### config.mk
export PLATFORM = sky130hd
export DESIGN_NAME = cpu_dram_bridge
export DESIGN_NICKNAME = d
export VERILOG_FILES = /design/src/rtl/cpu_dram_bridge_pkg.sv /design/src/rtl/bridge_blk_reg.sv /design/src/rtl/bridge_addr_map.sv /design/src/rtl/bridge_lane.sv /design/src/rtl/bridge_seq.sv /design/src/rtl/cpu_dram_bridge.sv
export SDC_FILE = /design/constraint.sdc
export NUM_CORES = 1
export LEC_CHECK = 0
export BUFFER_PORTS_ARGS = -buffer_cell sky130_fd_sc_hd__buf_2
export CAP_MARGIN = 5
export CELL_PAD_IN_SITES_DETAIL_PLACEMENT = 1
export CELL_PAD_IN_SITES_GLOBAL_PLACEMENT = 2
export CORE_MARGIN = 3
export CORE_UTILIZATION = 28
export DETAILED_ROUTE_END_ITERATION = 8
export PLACE_DENSITY = 0.86
export SYNTH_ARGS = -nofsm -noshare
export SYNTH_HDL_FRONTEND = slang
export SYNTH_SLANG_ARGS = --single-unit
### constraint.sdc
create_clock -name clk -period 3.76 [get_ports clk]
set_clock_uncertainty 0.15 [all_clocks]
set_input_delay 1.128 -clock clk [delete_from_list [all_inputs] [get_ports clk]]
set_output_delay 1.128 -clock clk [all_outputs]
set_load 0.005 [all_outputs]
### src/rtl/cpu_dram_bridge_pkg.sv
package cpu_dram_bridge_pkg;

    typedef enum logic [1:0] {
        BR_IDLE = 2'd0,
        BR_RD   = 2'd1,
        BR_WR   = 2'd2
    } bridge_state_e;

endpackage

### src/rtl/bridge_blk_reg.sv
module bridge_blk_reg #(
    parameter int BLK_W = 7
) (
    input  logic             clk,
    input  logic             rst_n,
    input  logic             load,
    input  logic [BLK_W-1:0] load_val,
    output logic [BLK_W-1:0] blk
);

    logic [BLK_W-1:0] blk_d, blk_q;

    always_comb begin
        blk_d = blk_q;
        if (load) blk_d = load_val;
    end

    always_ff @(posedge clk) begin
        if (!rst_n) blk_q <= '0;
        else        blk_q <= blk_d;
    end

    assign blk = blk_q;

    a_r11_block_load: assert property (@(posedge clk) disable iff (!rst_n)
        load |=> (blk == $past(load_val)));

endmodule

### src/rtl/bridge_addr_map.sv
module bridge_addr_map #(
    parameter int CPU_AW = 16,
    parameter int BLK_W  = 7,
    parameter int BANK_W = 2,
    parameter int SEL_W  = 1,
    localparam int BYTE_AW = CPU_AW + BLK_W,
    localparam int WORD_W  = BYTE_AW - BANK_W - SEL_W
) (
    input  logic [BLK_W-1:0]  blk,
    input  logic [CPU_AW-1:0] cpu_addr,
    output logic [BANK_W-1:0] bank,
    output logic [WORD_W-1:0] word,
    output logic [SEL_W-1:0]  sel
);

    logic [BYTE_AW-1:0] byte_addr;

    always_comb begin
        byte_addr = {blk, cpu_addr};
        bank      = byte_addr[BYTE_AW-1 -: BANK_W];
        word      = byte_addr[BYTE_AW-BANK_W-1 : SEL_W];
        sel       = byte_addr[SEL_W-1:0];
    end

endmodule

### src/rtl/bridge_lane.sv
module bridge_lane #(
    parameter int CPU_DW  = 8,
    parameter int WORD_DW = 16,
    parameter int MEM_DW  = 32,
    localparam int LANES  = WORD_DW / CPU_DW,
    localparam int SEL_W  = (LANES > 1) ? $clog2(LANES) : 1
) (
    input  logic [SEL_W-1:0]  wr_sel,
    input  logic [CPU_DW-1:0] wr_byte,
    output logic [MEM_DW-1:0] wr_word,
    input  logic [SEL_W-1:0]  rd_sel,
    input  logic [MEM_DW-1:0] rd_word,
    output logic [CPU_DW-1:0] rd_byte
);

    logic [LANES-1:0][CPU_DW-1:0] lane_wr;
    logic [LANES-1:0][CPU_DW-1:0] lane_rd;

    for (genvar g = 0; g < LANES; g++) begin : g_lane
        localparam logic [SEL_W-1:0] LANE_ID = SEL_W'(g);
        assign lane_wr[g] = (wr_sel == LANE_ID) ? wr_byte : '0;
        assign lane_rd[g] = (rd_sel == LANE_ID) ? rd_word[g*CPU_DW +: CPU_DW] : '0;
    end

    if (MEM_DW > WORD_DW) begin : g_upper
        logic unused_upper;
        assign unused_upper = ^rd_word[MEM_DW-1:WORD_DW];
        assign wr_word = {{(MEM_DW-WORD_DW){1'b0}}, lane_wr};
    end else begin : g_exact
        assign wr_word = lane_wr;
    end

    always_comb begin
        rd_byte = '0;
        for (int i = 0; i < LANES; i++) rd_byte = rd_byte | lane_rd[i];
    end

endmodule

### src/rtl/bridge_seq.sv
module bridge_seq
    import cpu_dram_bridge_pkg::*;
#(
    parameter int CPU_DW = 8,
    parameter int MEM_DW = 32,
    parameter int BANK_W = 2,
    parameter int WORD_W = 20,
    parameter int SEL_W  = 1
) (
    input  logic              clk,
    input  logic              rst_n,
    input  logic              rd_req,
    input  logic              wr_req,
    input  logic [BANK_W-1:0] bank_in,
    input  logic [WORD_W-1:0] word_in,
    input  logic [SEL_W-1:0]  sel_in,
    input  logic [MEM_DW-1:0] wdata_in,
    input  logic [CPU_DW-1:0] rbyte_in,
    input  logic              ack,
    output logic              stb,
    output logic              cyc,
    output logic              we,
    output logic              ready,
    output logic [BANK_W-1:0] bank,
    output logic [WORD_W-1:0] word,
    output logic [SEL_W-1:0]  sel,
    output logic [MEM_DW-1:0] wdata,
    output logic [CPU_DW-1:0] rdata
);

    typedef struct packed {
        bridge_state_e     state;
        logic              stb;
        logic              cyc;
        logic              we;
        logic              ready;
        logic [BANK_W-1:0] bank;
        logic [WORD_W-1:0] word;
        logic [SEL_W-1:0]  sel;
        logic [MEM_DW-1:0] wdata;
        logic [CPU_DW-1:0] rdata;
    } seq_t;

    seq_t seq_d, seq_q;

    always_comb begin
        seq_d = seq_q;
        unique case (seq_q.state)
            BR_IDLE: begin
                if (wr_req || rd_req) begin
                    seq_d.state = wr_req ? BR_WR : BR_RD;
                    seq_d.we    = wr_req;
                    seq_d.stb   = 1'b1;
                    seq_d.cyc   = 1'b1;
                    seq_d.ready = 1'b0;
                    seq_d.bank  = bank_in;
                    seq_d.word  = word_in;
                    seq_d.sel   = sel_in;
                    seq_d.wdata = wr_req ? wdata_in : '0;
                end
            end
            BR_RD: begin
                if (ack) begin
                    seq_d.rdata = rbyte_in;
                    seq_d.stb   = 1'b0;
                    seq_d.cyc   = 1'b0;
                    seq_d.ready = 1'b1;
                    seq_d.state = BR_IDLE;
                end
            end
            BR_WR: begin
                if (ack) begin
                    seq_d.we    = 1'b0;
                    seq_d.stb   = 1'b0;
                    seq_d.cyc   = 1'b0;
                    seq_d.ready = 1'b1;
                    seq_d.state = BR_IDLE;
                end
            end
            default: begin
                seq_d.state = BR_IDLE;
                seq_d.stb   = 1'b0;
                seq_d.cyc   = 1'b0;
                seq_d.we    = 1'b0;
                seq_d.ready = 1'b1;
            end
        endcase
    end

    always_ff @(posedge clk) begin
        if (!rst_n) begin
            seq_q       <= '0;
            seq_q.state <= BR_IDLE;
            seq_q.ready <= 1'b1;
        end else begin
            seq_q <= seq_d;
        end
    end

    assign stb   = seq_q.stb;
    assign cyc   = seq_q.cyc;
    assign we    = seq_q.we;
    assign ready = seq_q.ready;
    assign bank  = seq_q.bank;
    assign word  = seq_q.word;
    assign sel   = seq_q.sel;
    assign wdata = seq_q.wdata;
    assign rdata = seq_q.rdata;

    a_r4_stb_cyc_together: assert property (@(posedge clk) disable iff (!rst_n)
        stb == cyc);

    a_r5_hold_while_waiting: assert property (@(posedge clk) disable iff (!rst_n)
        (stb && !ack) |=> (stb && $stable(we) && $stable(bank) && $stable(word) && $stable(wdata)));

    a_r6_release_after_ack: assert property (@(posedge clk) disable iff (!rst_n)
        (stb && ack) |=> (!stb && !cyc && !we && ready));

    a_r10_busy_not_ready: assert property (@(posedge clk) disable iff (!rst_n)
        stb |-> !ready);

    a_r2_read_accept: assert property (@(posedge clk) disable iff (!rst_n)
        (ready && rd_req && !wr_req) |=> (stb && cyc && !we && !ready));

    a_r3_write_accept: assert property (@(posedge clk) disable iff (!rst_n)
        (ready && wr_req) |=> (stb && cyc && we && !ready));

endmodule

### src/rtl/cpu_dram_bridge.sv
module cpu_dram_bridge #(
    parameter int CPU_AW  = 16,
    parameter int CPU_DW  = 8,
    parameter int BLK_W   = 7,
    parameter int BANK_W  = 2,
    parameter int WORD_DW = 16,
    parameter int MEM_DW  = 32,
    localparam int LANES  = WORD_DW / CPU_DW,
    localparam int SEL_W  = (LANES > 1) ? $clog2(LANES) : 1,
    localparam int WORD_W = CPU_AW + BLK_W - BANK_W - SEL_W
) (
    input  logic              clk,
    input  logic              rst_n,
    input  logic              cpu_rd_req,
    input  logic              cpu_wr_req,
    input  logic [CPU_AW-1:0] cpu_addr,
    input  logic [CPU_DW-1:0] cpu_wdata,
    output logic [CPU_DW-1:0] cpu_rdata,
    output logic              cpu_ready,
    input  logic              blk_wr,
    input  logic [BLK_W-1:0]  blk_wdata,
    output logic              mem_we,
    output logic              mem_stb,
    output logic              mem_cyc,
    output logic [BANK_W-1:0] mem_bank,
    output logic [WORD_W-1:0] mem_word,
    output logic [MEM_DW-1:0] mem_wdata,
    input  logic [MEM_DW-1:0] mem_rdata,
    input  logic              mem_ack
);

    logic [BLK_W-1:0]  blk;
    logic [BANK_W-1:0] map_bank;
    logic [WORD_W-1:0] map_word;
    logic [SEL_W-1:0]  map_sel;
    logic [SEL_W-1:0]  held_sel;
    logic [MEM_DW-1:0] ins_word;
    logic [CPU_DW-1:0] ext_byte;

    bridge_blk_reg #(.BLK_W(BLK_W)) u_blk (
        .clk      (clk),
        .rst_n    (rst_n),
        .load     (blk_wr),
        .load_val (blk_wdata),
        .blk      (blk)
    );

    bridge_addr_map #(
        .CPU_AW (CPU_AW),
        .BLK_W  (BLK_W),
        .BANK_W (BANK_W),
        .SEL_W  (SEL_W)
    ) u_map (
        .blk      (blk),
        .cpu_addr (cpu_addr),
        .bank     (map_bank),
        .word     (map_word),
        .sel      (map_sel)
    );

    bridge_lane #(
        .CPU_DW  (CPU_DW),
        .WORD_DW (WORD_DW),
        .MEM_DW  (MEM_DW)
    ) u_lane (
        .wr_sel  (map_sel),
        .wr_byte (cpu_wdata),
        .wr_word (ins_word),
        .rd_sel  (held_sel),
        .rd_word (mem_rdata),
        .rd_byte (ext_byte)
    );

    bridge_seq #(
        .CPU_DW (CPU_DW),
        .MEM_DW (MEM_DW),
        .BANK_W (BANK_W),
        .WORD_W (WORD_W),
        .SEL_W  (SEL_W)
    ) u_seq (
        .clk      (clk),
        .rst_n    (rst_n),
        .rd_req   (cpu_rd_req),
        .wr_req   (cpu_wr_req),
        .bank_in  (map_bank),
        .word_in  (map_word),
        .sel_in   (map_sel),
        .wdata_in (ins_word),
        .rbyte_in (ext_byte),
        .ack      (mem_ack),
        .stb      (mem_stb),
        .cyc      (mem_cyc),
        .we       (mem_we),
        .ready    (cpu_ready),
        .bank     (mem_bank),
        .word     (mem_word),
        .sel      (held_sel),
        .wdata    (mem_wdata),
        .rdata    (cpu_rdata)
    );

    if (MEM_DW > WORD_DW) begin : g_chk_upper
        a_r8_upper_lanes_zero: assert property (@(posedge clk) disable iff (!rst_n)
            mem_stb |-> (mem_wdata[MEM_DW-1:WORD_DW] == '0));
    end

    a_r8_read_data_zero: assert property (@(posedge clk) disable iff (!rst_n)
        (mem_stb && !mem_we) |-> (mem_wdata == '0));

endmodule

==> results of run 1 <==
## state kept, by name, summed over array words and instances (netlist names)
| register | flops |
|---|---|
| u_seq.seq_q | 2 |
| u_seq.word | 20 |
| u_seq.rdata | 8 |
| u_seq.bank | 2 |
| u_seq.ready | 1 |
| u_seq.sel | 1 |
| u_seq.wdata | 16 |
| u_seq.cyc | 1 |
| u_blk.blk | 7 |
| u_seq.we | 1 |
## power groups by stage
stage	sequential, mW	combinational [mW]	clock [mW]
global placement	0.697	0.201	0
global route	0.690	0.227	0.548
finish	0.684	0.201	0.495
floorplan	0.688	0.181	0
CTS	0.685	0.206	0.520
detailed placement	0.699	0.206	0
## metrics by stage
| step | instance area (um^2) | setup slack [ns] | instances | util, % |
|---|---|---|---|---|
| floorplan | 2960 | 1.656 | 348 | - |
| finish | 3177 | 1.416 | 507 | 32.06 |
| global route | 3177 | 1.273 | 507 | 32.06 |
| detailed placement | 3017 | 1.068 | 492 | 30.44 |
| global placement | 3017 | 1.105 | 492 | 30.44 |
| CTS | 3177 | 1.427 | 507 | 32.06 |
## how the worst max path moves through the flow
stage | start | depth (start not counted) | slack [ns] | to
global placement | cpu_wr_req | 4 | 1.11 | u_seq.ready
CTS | cpu_wr_req | 4 | 1.43 | u_seq.wdata[5]
finish | cpu_wr_req | 4 | 1.42 | u_seq.ready
detailed placement | cpu_wr_req | 4 | 1.07 | u_seq.ready
global route | cpu_wr_req | 4 | 1.27 | u_seq.wdata[5]
floorplan | cpu_wr_req | 5 | 1.66 | u_seq.wdata[1]
## per-layer routing
layer / wire length [um] / track usage [%] / vias to the layer above / share of wire (%)
li1: - / - / 1153 / -
met1: 3376 / 15.72 / 1113 / 45
met2: 3618 / 21.80 / 72 / 48
met3: 504 / 4.259 / 9 / 6.6
met4: 85 / 4.599 / 0 / 1.1
met5: 0 / 0 / - / 0
## worst reg2reg max path: stages, from the launching register on
cell and delay, ns:
dfxtp_1 0.41, nor2_4 0.81, nand2_1 0.20, a21o_1 0.22
## kinds of logic after synthesis
kind of cell           count (synthesis)  synth area share (%)
AND/OR/NAND/NOR                       68                 12.28
other                                  1                0.1291
multiplexers                          15                 5.170
buffers and inverters                 95                 22.70
flip-flops                            59                 40.67
AO/OA/AOI/OAI                         95                 19.04
## placed cells by master (no fill, tap or decap), types with 2 or more instances in the layout
cell      count
a211oi_1      6
a211oi_2      2
a21oi_1      43
buf_2       102
buf_4         3
clkbuf_1      2
clkbuf_8     10
clkinv_2      3
conb_1       16
dfxtp_1      59
mux2i_1      15
nand3_1      23
nand4_1      16
nor2_1       16
nor2_2        2
nor2_4        2
nor2b_1       2
o21ai_0      31
o21ai_2      10
## cell type report
| class | count | area, um^2 |
|---|---|---|
| fill | 1226 | 6733 |
| sequential | 59 | 1181 |
| multi-input combinational | 194 | 1132 |
| timing repair buffer | 105 | 533.0 |
| tap | 133 | 166.4 |
| clock buffer | 12 | 145.1 |
| clock inverter | 3 | 15.01 |
| inverter | 1 | 3.754 |
==> results.md, run 1 <==
Timing:
- Counting I/O delays and the setup requirement, the final critical path takes approximately 2.3 ns.
- For the pin with the worst max-slew slack, the measured transition is slightly below 1 ns.
- Across all hold checks on the routed design, the worst slack comes to about 0.3 ns.
- The hold violation count in the final report was 0.
- The setup-violating endpoint count in the final report is 0.
- The highest achievable clock rate is between 400 and 500 MHz.
- Dividing the final minimum period by the clock period gives just over 60%.
- The final-report max-slew violation count was 0.
- Setup repair after global routing left no endpoint under its margin.
- The total negative slack for setup checks is 0 ns.
- The worst slew margin relative to its limit is roughly a third.

Clock network:
- The clock root buffer is clkbuf_8.
- The CTS tree is yes.
- Buffers inserted to repair hold after CTS numbered 0.
- The count of clock tree sinks is between 50 and 60.
- The source-to-sink clock delay at the later pin of the worst-skew pair is between 0.3 and 0.4 ns.
- The number of gates resized after cts is 0.
- After clock tree synthesis, the clock-pin slew on the worst setup and hold paths is 0.07 ns.
- The number of buffers created by CTS is 9.
- The maximum level of the CTS H-tree is 3.
- The clock passes through at most 2 buffers.
- The number of buffers inserted by post-CTS setup repair is 0.

Power and ir drop:
- The share of total power in the clock network is 35.8%.
- The analysis attributes to net switching a power of 389.2 uW.
- The power per standard cell area is between 400 and 500 mW/mm^2.
- The switching power as a share of total power is between 20 and 30%.
- The static leakage power is 1.376 nW.
- The share of total power dissipated in sequential elements is 49.6%.
- Internal power comes to a little under 1 mW.
- The fraction of power consumed by combinational cells is between 10 and 15%.
- Across the VDD grid, the largest voltage drop is roughly 0.13 mV.
- The total chip power is between 1 and 1.5 mW.

Synth:
- The post-synthesis cell area is 0.002904 mm^2.
- In the synthesized netlist, the cells that appear most often are buf_4, dfxtp_1, a21oi_1.
- The most common flop cell mapped by yosys is dfxtp_1.
- Yosys instantiated no cell more often than buf_4.
- The area share of the largest cell type after synthesis is between 40% and 50%.
- Counting flops and latches in the post-synthesis netlist gives 59.
- For this run, the number of Yosys warnings is 0.
- Dividing the synthesized area by the synthesized cell count gives 8.721 um^2.
- Summed over all instances, the cell type with the most area after synthesis is dfxtp_1.
- In the synthesized netlist the async set-or-reset flop fraction comes to 0%.
- The netlist uses 31 different library cells.
- After synthesis, the cell types taking the most area are dfxtp_1, buf_4, a21oi_1, o21ai_0, mux2i_1.
- In this run, synthesis inferred 0 flip-flops with an integrated enable.
- For this run, the register share of the synthesized area comes to 40.67%.
- In the synthesized netlist, the number of instances is about 330.

GRT:
- The global router's overall resource usage is 13.08%.
- The number of antenna violations at the first check in global routing is 0.
- Global routing finished with a remaining overflow of 0.
- The number of global-route vias before repair is 2,372.
- The first global-routing pass estimated about 12,000 um of wire.
- Entering global routing, the biggest net connects 42 pins.

Route:
- The first detailed-routing pass took 4 iterations.
- The total vias in the final route is approximately 2,300.
- The count of unresolved DRC violations after routing is 0.
- Dividing the detail-routed via count by the number of cells gives ~4.6.
- In the final routed layout, each cell accounts on average for between 10 and 15 um.
- In this run, the number of DRC markers left after iteration 0 of detailed routing was 65.
- The number of nets still failing antenna checks after routing is 0.
- The total length of routed wires is 7585 um.

Hold path:
- The path class of the tightest hold or removal check is register to register.
- The worst hold path terminates at u_seq.ready.
- Along the worst hold path, the cell count comes to 1.
- The beginning of the worst hold path is u_seq.ready.

Setup path:
- The reg-to-reg critical path endpoint is u_seq.ready.
- Among all stages on the critical path, the largest delay is contributed by or2_2.
- At the worst endpoint, the required time is 3.85 ns.
- The delay of the slowest critical-path stage is around 0.62 ns.
- The depth of the most critical reg-to-reg path is 3.
- The signal on the critical path passes through buf_2, or2_2, nand2_1, a21o_1.
- The path type of the worst setup path is input port to register.
- The worst register-to-register path has a setup slack of about 1.9 ns.
- The sort of element at the end of the critical path is a register.
- The number of buffers and inverters on the critical path is 1.
- The signal arrival time at the worst endpoint is around 2.4 ns.
- The kind of cell adding the most delay to the critical path is simple AND/OR/NAND/NOR gates.
- The maximum fanout along the worst path is 32.
- STA classifies the critical path startpoint as an input port.
- The beginning of the worst register-to-register path is u_seq.seq_q[68].

Place:
- Routability-driven placement finished with a final weighted congestion of 0.7154.
- Buffers placed on the I/O ports in this run total slightly above 100.
- Once detailed placement completed, the half-perimeter wirelength came to ~5200 um.

Job:
- Max-cap violations in this run came to 0.

Floorplanning:
- The number of standard-cell rows in the floorplan is 36.
- The floorplan step set the die height to 107.8 um.
- The floorplan step set the die width to 107.8 um.
- The starting density of the core is between 20% and 30%.
- The overall die area is ~0.012 mm^2.
- The placeable core region is 0.009910 mm^2.
- Pin placement for this block handled ~140 I/O pins.

Finish:
- The number of antenna diodes in the final layout is 0.
- Cells with a size suffix above 1 make up 36.63% of the layout.
- The final layout contains around 440 nets.
- The post-synthesis to final-layout area growth is 9.393%.

Outcome:
- The run finished with clean final reports.
(Power assumes the default switching activity.)
==> inputs of run 2 (changes only) <==
--- a/config.mk
+++ b/config.mk
@@ -5,14 +5,15 @@
 export SDC_FILE = /design/constraint.sdc
 export NUM_CORES = 1
 export LEC_CHECK = 0
+export ABC_AREA = 1
 export BUFFER_PORTS_ARGS = -buffer_cell sky130_fd_sc_hd__buf_2
 export CAP_MARGIN = 5
 export CELL_PAD_IN_SITES_DETAIL_PLACEMENT = 1
 export CELL_PAD_IN_SITES_GLOBAL_PLACEMENT = 2
 export CORE_MARGIN = 3
-export CORE_UTILIZATION = 28
+export CORE_UTILIZATION = 21
 export DETAILED_ROUTE_END_ITERATION = 8
-export PLACE_DENSITY = 0.86
+export PLACE_DENSITY = 0.74
 export SYNTH_ARGS = -nofsm -noshare
 export SYNTH_HDL_FRONTEND = slang
 export SYNTH_SLANG_ARGS = --single-unit
==> constraint.sdc (replaced) <==
create_clock -name clk -period 2.03 [get_ports clk]
set_clock_uncertainty 0.15 [all_clocks]
set_input_delay 0.609 -clock clk [delete_from_list [all_inputs] [get_ports clk]]
set_output_delay 0.609 -clock clk [all_outputs]
set_load 0.005 [all_outputs]
==> run 2 against run 1 <==
Die area rose by 27%. Core utilization fell by 5.5 points. Critical path depth fell by 1. Cell count rose by 20%. Highest routed layer unchanged.
==> results.md, run 2 <==
Synth:
- The most instantiated library cell after synthesis is nor2_1 (was buf_4).
- The most common flop cell mapped by yosys is dfxtp_1 (unchanged).
- The area share of the largest cell type after synthesis is 42.09% (was 40.67%).
- The part of the Yosys area used for sequential elements was 42.09% (was 40.67%).
- The post-synthesis cell area is 0.002806 mm^2 (was 0.002904 mm^2).
- The register bit total from synthesis is 59 (unchanged).
- The number of library cell types mapped by synthesis is 21 (was 31).
- Top cell types by occurrence after synthesis: nor2_1, buf_4, dfxtp_1 (was buf_4, dfxtp_1, a21oi_1).
- The number of enable-type register cells in the synthesized netlist came to 0 (unchanged).
- The count of yosys warnings during synthesis is 0 (unchanged).
- The async set or reset register ratio after synthesis was 0% (unchanged).
- The post-synthesis cell count came to 382 (was 333).
- The post-synthesis area per instance is 7.347 um^2 (was 8.721 um^2).
- The library cell with the largest summed area after synthesis is dfxtp_1 (unchanged).
- Leading cell types by total area after synthesis: dfxtp_1, buf_4, nor2_1, o21ai_0, nand2_1 (was dfxtp_1, buf_4, a21oi_1, o21ai_0, mux2i_1).

Setup path:
- The kind of start point of the critical path is a register (was input port).
- The slowest cell on the critical path was nand3_1 (was or2_2).
- The path type of the worst setup path was register to register (was input port to register).
- The sort of element at the end of the critical path is a register (unchanged).
- The maximum fanout along the worst path came to 16 (was 32).
- The kind of cell adding the most delay to the critical path is simple AND/OR/NAND/NOR gates (unchanged).
- The data required time of the critical path is 2.08 ns (was 3.85 ns).
- The delay of the slowest critical-path stage is 0.48 ns (was 0.62 ns).
- Critical path, cell by cell: nand3_1, o21ai_0, a21oi_1 (was buf_2, or2_2, nand2_1, a21o_1).
- The signal arrival time at the worst endpoint came to 1.66 ns (was 2.43 ns).
- The combined buffer and inverter count along the critical path is 0 (was 1).

GRT:
- The wire length of the first global-routing pass is 11,840 um (was 11,900 um).
- The global router's overall resource usage is 10.34% (was 13.08%).
- The number of global-route vias before repair is 2,412 (was 2,372).
- The number of antenna violations at the first check in global routing came to 0 (unchanged).
- The global-route congestion overflow total is 0 (unchanged).
- The pin count of the biggest net entering global routing is 46 (was 42).

Route:
- The total length of routed wires is 7363 um (was 7585 um).
- The wire length per cell came to 12.09 um (was 14.96 um).
- The first-pass detailed-route iteration total is 4 (unchanged).
- The number of nets still failing antenna checks after routing came to 0 (unchanged).
- The detailed router's first-iteration violation count is 35 (was 65).
- The vias per cell is 3.923 (was 4.629).
- The count of unresolved DRC violations after routing was 0 (unchanged).
- The total vias in the final route came to 2,389 (was 2,347).

Place:
- The number of buffers inserted by port buffering was 102 (unchanged).
- The cell total after placement is 594 (was 492).
- The total placed instance area came to 0.003040 mm^2 (was 0.003017 mm^2).
- The half-perimeter wire length after detailed placement came to 5403 um (was 5224 um).
- The last weighted congestion value of the routability-driven placer is 0.7013 (was 0.7154).

Timing:
- For this run, the top clock speed supported by timing is just over 600 MHz.
- The slew at the pin with the worst max-slew slack is 0.5833 ns (was 0.9869 ns).
- The setup-violating endpoint count in the final report is 0 (unchanged).
- Setup repair after global routing missed its margin: no (unchanged).
- The worst path uses between 70 and 80% of the clock period.
- The hold violation count in the final report is 0 (unchanged).
- The final critical-path required period is about 1.6 ns.
- The worst slew margin relative to its limit was 61.01% (was 34.05%).
- The final-report max-slew violation count was 0 (unchanged).
- The total negative slack for setup checks is 0 ns (unchanged).

Finish:
- The number of antenna cells inserted is 0 (unchanged).
- The most common library cell in the layout ignoring fill and taps is buf_2 (unchanged).
- The count of nets after finishing is 502 (was 439).
- The final cell count without fillers was 609 (was 507).
- The number of flip-flops in the largest register is 20 (unchanged).
- The ratio of cells with drive above 1 in the final layout is 28.38% (was 36.63%).
- The post-synthesis to final-layout area growth is 21.31% (was 9.393%).
- Highest-count cells in the layout ignoring fill and taps: buf_2, nor2_1, dfxtp_1 (was buf_2, dfxtp_1, a21oi_1).
- The cell area after layout was 0.003405 mm^2 (was 0.003177 mm^2).

Floorplanning:
- The boundary pin count is 135 (unchanged).
- The number of standard-cell rows in the floorplan came to 41 (was 36).
- The starting density of the core is 21.88% (was 29.31%).
- The overall die area is 0.01479 mm^2 (was 0.01163 mm^2).
- The placeable core region is 0.01282 mm^2 (was 0.009910 mm^2).
- The vertical die dimension was 121.6 um (was 107.8 um).
- The horizontal die dimension is 121.6 um (was 107.8 um).

Clock network:
- The count of clock tree sinks came to 59 (unchanged).
- The source-to-sink clock delay at the later pin of the worst-skew pair is 0.33 ns (about the same).
- The number of buffers inserted by post-CTS setup repair is 0 (unchanged).
- The CTS tree was yes (unchanged).
- The clock transition at the registers of the reported paths is 0.05 ns (was 0.07 ns).
- The number of hold buffers added after cts came to 0 (unchanged).
- The number of gates resized after cts is 0 (unchanged).
- The clock root buffer is clkbuf_16 (was clkbuf_8).
- The maximum level of the CTS H-tree is 3 (unchanged).
- The number of buffers created by CTS is 9 (unchanged).
- The maximum buffer depth of the clock tree was 2 (unchanged).

Job:
- The number of violations of the max-capacitance limit is 0 (unchanged).

Power and ir drop:
- The static leakage power was 1.646 nW (was 1.376 nW).
- The power per standard cell area came to 1058 mW/mm^2 (was 434.6 mW/mm^2).
- The peak supply drop came to 0.6560 mV (was 0.1342 mV).

Hold path:
- The worst min-delay path class is register to register (unchanged).

Outcome:
- Outcome: finished clean (unchanged).
==> run 2: cell types whose count changed after synthesis, moves of 10 or more <==
cell	previous run	this run
inv_1	1	23
nand2_1	1	48
nor2_1	17	78
nand4_1	16	1
nand3_1	23	13
a21oi_1	43	20
o21ai_0	31	46
mux2i_1	15	0
o21ai_2	10	0
==> run 2: cells by family (layout without fill, tap and decap cells) <==
kind of cell / count (synthesis) / in the layout / share of synthesized area [%]
flip-flops: 59 / 59 / 42.09
other: 1 / 16 / 0.1336
AND/OR/NAND/NOR: 141 / 141 / 19.79
AO/OA/AOI/OAI: 74 / 74 / 13.60
adder cells (fa/ha/maj): 1 / 1 / 0.3567
buffers and inverters: 106 / 146 / 24.03
==> run 2: worst reg2reg max path: stages (launching register included) <==
cell     delay (ns)
dfxtp_1        0.46
nand3_1        0.48
o21ai_0        0.34
a21oi_1        0.06
==> run 2: worst paths after layout <==
kind,from,to,slack [ns],cells after the start
setup / recovery,u_seq.seq_q[67],u_seq.rdata[2],0.41,3
hold / removal,u_seq.rdata[6],u_seq.rdata[6],0.29,2
setup reg to reg,u_seq.seq_q[67],u_seq.rdata[2],0.41,3
hold reg to reg,u_seq.rdata[6],u_seq.rdata[6],0.29,2
==> run 2: layout make-up <==
cell class | instances | area, um^2
Clock inverter | 5 | 125.1
Sequential cell | 59 | 1181
Inverter | 25 | 96.34
Clock buffer | 10 | 239.0
Tap cell | 172 | 215.2
Multi-Input combinational cell | 232 | 1007
Fill cell | 1607 | 9420
Timing Repair Buffer | 106 | 540.5
==> run 2: power by group <==
part	internal [mW]	switching (mW)	total, mW	leakage [nW]
sequential	1.25	0.0518	1.31	0.487
combinational	0.177	0.252	0.429	0.981
clock	1.35	0.521	1.87	0.179
==> run 2: metrics by stage <==
step | power (mW) | utilization (%) | hold slack [ns] | worst slack (ns)
detailed placement | 1.773 | 23.71 | 0.2892 | 0.1437
CTS | 3.682 | 26.55 | 0.2967 | 0.3965
finish | 3.601 | 26.55 | 0.2916 | 0.4103
global route | 3.814 | 26.55 | 0.3163 | 0.1540
global placement | 1.756 | 23.71 | 0.2818 | 0.1780
floorplan | 1.697 | - | 0.2741 | 0.5961
==> run 2: layer usage <==
layer	share of wire, %	GRT usage, %	wire, um	up-vias
met4	1.6	3.992	117	0
met3	7.7	4.457	567	7
met5	0	0	0	-
li1	-	-	-	1226
met2	48	17.27	3501	80
met1	43	11.66	3177	1076
